<file path="src/rtl/irq_aggr_pkg.sv">
package irq_aggr_pkg;
  localparam int unsigned ADDR_W = 10;
  localparam int unsigned DATA_W = 32;
  localparam int unsigned OFS_W  = 3;
  localparam int unsigned IDX_W  = 5;

  typedef enum logic [OFS_W-1:0] {
    RS_STATUS = 3'd0,
    RS_PEND   = 3'd1,
    RS_EN     = 3'd2,
    RS_CLR    = 3'd3,
    RS_VEC    = 3'd4,
    RS_RSV5   = 3'd5,
    RS_RSV6   = 3'd6,
    RS_MASTER = 3'd7
  } reg_sel_e;
endpackage

</file>
<file path="src/rtl/irq_capture.sv">
module irq_capture #(
  parameter int unsigned NUM_SRC = 8
) (
  input  logic               clk,
  input  logic               rst,
  input  logic [NUM_SRC-1:0] req_in,
  input  logic [NUM_SRC-1:0] clr,
  output logic [NUM_SRC-1:0] status
);
  logic [NUM_SRC-1:0] prev_q;
  logic [NUM_SRC-1:0] rise;

  for (genvar g = 0; g < NUM_SRC; g++) begin : g_line
    assign rise[g] = req_in[g] & ~prev_q[g];

    always_ff @(posedge clk) begin
      if (rst) begin
        prev_q[g] <= 1'b0;
        status[g] <= 1'b0;
      end else begin
        prev_q[g] <= req_in[g];
        if (rise[g])
          status[g] <= 1'b1;
        else if (clr[g])
          status[g] <= 1'b0;
      end
    end
  end

  // a set bit that was not cleared must still be set
  a_r2_sticky: assert property (@(posedge clk) disable iff (rst)
    !rst |=> ((($past(status) & ~$past(clr)) & ~status) == '0));

  // an edge always lands, even against a clear
  a_r3_edge_wins: assert property (@(posedge clk) disable iff (rst)
    (rise != '0) |=> ((status & $past(rise)) == $past(rise)));
endmodule

</file>
<file path="src/rtl/irq_prio.sv">
module irq_prio #(
  parameter int unsigned NUM_SRC = 8
) (
  input  logic [NUM_SRC-1:0]              pend,
  output logic                            found,
  output logic [irq_aggr_pkg::IDX_W-1:0]  idx
);
  always_comb begin
    found = 1'b0;
    idx   = '0;
    for (int i = NUM_SRC - 1; i >= 0; i--) begin
      if (pend[i]) begin
        found = 1'b1;
        idx   = irq_aggr_pkg::IDX_W'(i);
      end
    end
  end
endmodule

</file>
<file path="src/rtl/irq_regs.sv">
module irq_regs
  import irq_aggr_pkg::*;
#(
  parameter int unsigned NUM_SRC = 8,
  parameter logic [ADDR_W-1:0] BASE_ADDR = 10'h040
) (
  input  logic               clk,
  input  logic               rst,
  input  logic               bus_rd,
  input  logic               bus_wr,
  input  logic [ADDR_W-1:0]  bus_addr,
  input  logic [DATA_W-1:0]  bus_wdata,
  input  logic [NUM_SRC-1:0] status,
  input  logic [NUM_SRC-1:0] pend,
  input  logic               vec_found,
  input  logic [IDX_W-1:0]   vec_idx,
  output logic [DATA_W-1:0]  bus_rdata,
  output logic               bus_ack,
  output logic [NUM_SRC-1:0] en_q,
  output logic               master_q,
  output logic [NUM_SRC-1:0] clr
);
  logic       hit;
  logic       sel;
  logic       wsel;
  reg_sel_e   ofs;
  logic [DATA_W-1:0] rd_mux;
  logic       unused_wdata;

  assign unused_wdata = ^bus_wdata;
  assign ofs  = reg_sel_e'(bus_addr[OFS_W-1:0]);
  assign hit  = (bus_addr[ADDR_W-1:OFS_W] == BASE_ADDR[ADDR_W-1:OFS_W]);
  assign sel  = (bus_rd | bus_wr) & hit & ~bus_ack;
  assign wsel = sel & bus_wr;
  assign clr  = (wsel && ofs == RS_CLR) ? bus_wdata[NUM_SRC-1:0] : '0;

  always_comb begin
    case (ofs)
      RS_STATUS: rd_mux = DATA_W'(status);
      RS_PEND:   rd_mux = DATA_W'(pend);
      RS_EN:     rd_mux = DATA_W'(en_q);
      RS_VEC:    rd_mux = vec_found ? DATA_W'(vec_idx) : '1;
      RS_MASTER: rd_mux = DATA_W'(master_q);
      default:   rd_mux = '0;
    endcase
  end

  always_ff @(posedge clk) begin
    if (rst) begin
      bus_ack   <= 1'b0;
      bus_rdata <= '0;
      en_q      <= '0;
      master_q  <= 1'b0;
    end else begin
      bus_ack   <= sel;
      bus_rdata <= (sel && bus_rd && !bus_wr) ? rd_mux : '0;
      if (wsel && ofs == RS_EN)     en_q     <= bus_wdata[NUM_SRC-1:0];
      if (wsel && ofs == RS_MASTER) master_q <= bus_wdata[0];
    end
  end

  // acknowledge lasts one cycle
  a_r1_ack_single: assert property (@(posedge clk) disable iff (rst)
    bus_ack |=> !bus_ack);

  // read data stays quiet outside an acknowledge
  a_r1_rdata_quiet: assert property (@(posedge clk) disable iff (rst)
    !bus_ack |-> (bus_rdata == '0));

  // writes to read-only or unused offsets leave control state alone
  a_r8_ro_writes: assert property (@(posedge clk) disable iff (rst)
    (bus_wr && !(hit && (ofs == RS_EN || ofs == RS_MASTER)))
      |=> ($stable(en_q) && $stable(master_q)));
endmodule

</file>
<file path="src/rtl/irq_aggr_top.sv">
module irq_aggr_top
  import irq_aggr_pkg::*;
#(
  parameter int unsigned NUM_SRC = 8,
  parameter logic [ADDR_W-1:0] BASE_ADDR = 10'h040
) (
  input  logic               clk,
  input  logic               rst,
  input  logic               bus_rd,
  input  logic               bus_wr,
  input  logic [9:0]         bus_addr,
  input  logic [31:0]        bus_wdata,
  output logic [31:0]        bus_rdata,
  output logic               bus_ack,
  input  logic [NUM_SRC-1:0] irq_in,
  output logic               irq_out
);
  logic [NUM_SRC-1:0] status;
  logic [NUM_SRC-1:0] en_q;
  logic [NUM_SRC-1:0] pend;
  logic [NUM_SRC-1:0] clr;
  logic               master_q;
  logic               vec_found;
  logic [IDX_W-1:0]   vec_idx;
  logic               irq_q;

  irq_capture #(.NUM_SRC(NUM_SRC)) u_cap (
    .clk(clk), .rst(rst), .req_in(irq_in), .clr(clr), .status(status)
  );

  assign pend = status & en_q;

  irq_prio #(.NUM_SRC(NUM_SRC)) u_prio (
    .pend(pend), .found(vec_found), .idx(vec_idx)
  );

  irq_regs #(.NUM_SRC(NUM_SRC), .BASE_ADDR(BASE_ADDR)) u_regs (
    .clk(clk), .rst(rst), .bus_rd(bus_rd), .bus_wr(bus_wr),
    .bus_addr(bus_addr), .bus_wdata(bus_wdata), .status(status),
    .pend(pend), .vec_found(vec_found), .vec_idx(vec_idx),
    .bus_rdata(bus_rdata), .bus_ack(bus_ack), .en_q(en_q),
    .master_q(master_q), .clr(clr)
  );

  always_ff @(posedge clk) begin
    if (rst) irq_q <= 1'b0;
    else     irq_q <= master_q & (|pend);
  end
  assign irq_out = irq_q;

  // master switch off forces the output low next cycle
  a_r6_master_gate: assert property (@(posedge clk) disable iff (rst)
    !master_q |=> !irq_q);

  // vector names a pending bit with nothing pending below it
  a_r5_lowest: assert property (@(posedge clk) disable iff (rst)
    vec_found |-> ((((pend >> vec_idx) & NUM_SRC'(1)) == NUM_SRC'(1)) &&
                   ((pend & ((NUM_SRC'(1) << vec_idx) - NUM_SRC'(1))) == '0)));

  // empty pending set reports no vector
  a_r5_none: assert property (@(posedge clk) disable iff (rst)
    (pend == '0) |-> !vec_found);

  // reset leaves the output and acknowledge low
  a_r7_reset: assert property (@(posedge clk)
    rst |=> (!irq_q && !bus_ack && master_q == 1'b0));
endmodule

</file>
<file path="config.mk">
export PLATFORM = sky130hd
export DESIGN_NAME = irq_aggr_top
export DESIGN_NICKNAME = d
export VERILOG_FILES = /design/src/rtl/irq_aggr_pkg.sv /design/src/rtl/irq_capture.sv /design/src/rtl/irq_prio.sv /design/src/rtl/irq_regs.sv /design/src/rtl/irq_aggr_top.sv
export SDC_FILE = /design/constraint.sdc
export NUM_CORES = 1
export LEC_CHECK = 0
export BUFFER_PORTS_ARGS = -buffer_cell sky130_fd_sc_hd__buf_2
export CORE_MARGIN = 2
export CORE_UTILIZATION = 50
export DETAILED_ROUTE_END_ITERATION = 8
export GPL_TIMING_DRIVEN = 0
export PLACE_DENSITY = 0.9
export SETUP_SLACK_MARGIN = 0.02
export SYNTH_ARGS = -nofsm -noshare
export SYNTH_HDL_FRONTEND = slang
export SYNTH_HIERARCHICAL = 1
export SYNTH_SLANG_ARGS = --single-unit
</file>
<file path="constraint.sdc">
create_clock -name clk -period 3.9 [get_ports clk]
set_clock_uncertainty 0.2 [all_clocks]
set_input_delay 0.195 -clock clk [delete_from_list [all_inputs] [get_ports clk]]
set_output_delay 0.195 -clock clk [all_outputs]
set_load 0.02 [all_outputs]
</file>
==> metrics.md <==
| Metric | Value |
|---|---|
| Result of the run | complete, no violations |
| Most instantiated flip-flop cell in the synthesis netlist | sky130_fd_sc_hd__dfxtp_1 |
| Cell count after synthesis | 218 |
| Share of final-layout standard cells stronger than drive strength 1 | 37.7% |
| Number of max-slew violations in the final report | 0 |
| Most common cell after layout, fill and taps aside | sky130_fd_sc_hd__buf_2 |
| Synth warn | 6 |
| Final cycle utilization of the critical path | 57.6% |
| Worst setup SP type | flip-flop |
| # Max-Cap Violations | 0 |
| HPWL Detailed | 3130 um |
| Worst IR Drop VDD | 0.257 mV |
| CTS Buffer Depth | 2 |
| TritonCTS clock tree | done |
| Die boundary width | 66.5 um |
| Highest net fanout along the worst path | 5 |
| Die extent in y | 66.5 um |
| Maximum number of pins on one net before global-route repair | 25 |
| Setup repair after global routing missed its margin | false |
| Final Hold Viols | 0 |
| Antenna Diode Count | 0 |
| Highest achievable clock rate | 0.445 GHz |
| Clock-pin slew on the worst setup and hold paths | 70 ps |
| Count of cell types in the netlist | 43 |
| Largest incremental delay on the critical path | 690 ps |
| Antenna violations before repair | 0 |
| Clock root buffer master | sky130_fd_sc_hd__clkbuf_8 |
| Critical setup path kind | reg2reg |
| Number of I/O pins | 88 |
| Vias in the first global route | 1,557 |
| Shortest period the worst path allows | 2250 ps |
| Measured slew at the worst slew-check pin | 682 ps |
| Flip-flop and latch count after synthesis | 36 |
| DR DRC count | 0 |
| Top library cells by usage in the layout, fill and taps aside | sky130_fd_sc_hd__buf_2, sky130_fd_sc_hd__dfxtp_1, sky130_fd_sc_hd__buf_4 |
| Async set-reset flop share out of synthesis | 0% |
| Die area | 4420 um2 |
| Post-synthesis instance area | 1950 um2 |
| Final weighted congestion of routability-driven global placement | 0.904 |
| Multi-input combinational cell area | 996 um2 |
| Footprint of the flip-flops and latches | 721 um2 |
| Number of enable flip-flop cells after synthesis | 0 |
| Setup slack after placement | 1690 ps |
| Initial DRC Count | 56 |
| Core Region | 3720 um2 |
| Count of TritonRoute iterations in the first routing pass | 4 |
| Effective utilization at floorplan | 52.5% |
| Final-layout fill cell count | 287 |
| Sum Neg Setup Slack | 0 ps |
| Crit-path cells | and2_2, nor4_1, nand2_1, or4b_2, nor3_1 |
| Smallest setup slack after layout | 1650 ps |
| Vias/cell | 4.91 |
| Setup Fix Bufs, Post-CTS | 0 |
| Total of cells resized after clock tree synthesis | 0 |
| Std-Cell Rows | 22 |
| Post-route ant nets | 0 |
| Number of buffers created by CTS | 5 |
| Mean instance size in the synthesized netlist | 8.95 um2 |
| Total routing usage reported by global routing | 21.9% |
| Number of levels the H-tree was split into | 2 |
| Global-route wire length before repair | 7120 um |
| Crit path required time | 3930 ps |
| Area after detailed placement | 2330 um2 |
| WL/cell | 12.8 um |
| Number of buffer and inverter instances along the worst setup path | 0 |
| Summed area of non-filler cells in the final layout | 2610 um2 |
| Post-layout nets | 361 |
| Clock latency on the worst-skew pair | 300 ps |
| Final Core Density | 70.3% |
| Clock Sinks | 36 |
| Total of buffers placed on input and output ports | 62 |
| Relative slew margins | 54.4% |
| WP data arrival | 2270 ps |
| Kind of cell adding the most delay to the critical path | simple AND/OR/NAND/NOR gates |
| Min-delay worst type | in2reg |
| Total global routing overflow | 0 |
| Capturing element type of the critical path | flip-flop |
| Critical-path cell with the highest stage delay | sky130_fd_sc_hd__or4b_2 |
| Total number of vias | 1,749 |
| Sequential share of the synthesized area | 36.9% |
| Leakage power | 0.00128 uW |
| Total power density per cell area | 290 nW/um2 |
| # setup viols final | 0 |
| Area Growth Syn to Fin | 33.8% |
| Total routed wirelength | 4540 um |
==> cells in the mapped netlist, drive strengths merged, types with 2 or more instances <==
library cell,instances,share of area (%)
a211oi,2,1.0
a21oi,10,2.8
a221oi,3,2.3
a22oi,3,1.2
and2,18,6.1
and2b,3,1.2
buf,28,11
clkbuf,5,0.96
dfxtp,36,37
inv,3,0.58
mux2i,13,6.7
nand2,10,1.9
nand2b,17,5.4
nand4,2,0.64
nor2,24,4.6
nor2b,10,3.2
nor3,2,0.51
nor4,4,2.7
o21ai,2,0.51
o21bai,2,0.77
o22ai,4,1.3
o32a,3,1.5
or2,3,0.96
or4b,2,1.0
==> area by class of cell <==
class	count	area share (%)
clock inverter	2	0.527
timing repair buffer	81	19.2
sequential	36	27.6
buffer	33	8.72
multi-input combinational	147	38.1
inverter	3	0.431
clock buffer	6	3.16
tap	48	2.30
==> through the flow <==
stage               power (uW)  hold slack [ps]  cells
finish                     759             17.2    356
global route               787             29.6    356
CTS                        766             9.32    356
detailed placement         463              226    329
global placement           459              218    329
floorplan                  432             66.6    219
==> registers in the layout, indices dropped and copies added, names as in the netlist <==
name / cells
u_regs/bus_rdata: 9
u_cap/status: 8
u_regs/master_q: 1
u_cap/prev_q: 8
u_regs/en_q: 8
u_regs/bus_ack: 1
irq_out: 1
==> layer usage <==
metal | up-vias | routed length [um] | global-route usage, %
li1 | 898 | - | -
met1 | 768 | 1870 | 24.2
met2 | 69 | 2240 | 38.8
met3 | 14 | 289 | 4.90
met4 | 0 | 136 | 11.5
met5 | - | 0 | 0
==> where the power goes <==
part           switching [uW]  leakage [uW]  internal (uW)
registers                6.30      0.000294            378
clock network             143     0.0000516            144
logic                    41.0      0.000935           45.6
total                     191       0.00128            568
==> final timing paths <==
path	startpoint	end	slack, ps	cells past startpoint
setup / recovery	u_cap/status[5]$_SDFFE_PP0P_	u_regs/bus_rdata[30]$_SDFF_PP0_	1650	5
hold / removal	rst	u_cap/prev_q[0]$_SDFF_PP0_	20	2
setup reg to reg	u_cap/status[5]$_SDFFE_PP0P_	u_regs/bus_rdata[30]$_SDFF_PP0_	1650	5
hold reg to reg	u_cap/prev_q[0]$_SDFF_PP0_	u_cap/status[0]$_SDFFE_PP0P_	300	2
==> logic make-up (layout without fill, tap and decap cells) <==
family	count (synthesis)	after routing	share of synthesized area, %
mux	14	14	7.24
buf+inv	36	125	12.2
flops	36	36	36.9
other cells	1	2	0.192
simple gates	99	99	30.8
compound gates	32	32	12.6
==> repair_timing <==
| item | 4_1_cts | 5_1_grt |
|---|---|---|
| endpoints found under the setup margin | 0 | 0 |
| endpoints found under the hold margin | 27 | 0 |
| hold buffers | 19 | 0 |
No activity file was read; power rests on OpenSTA's default activity.
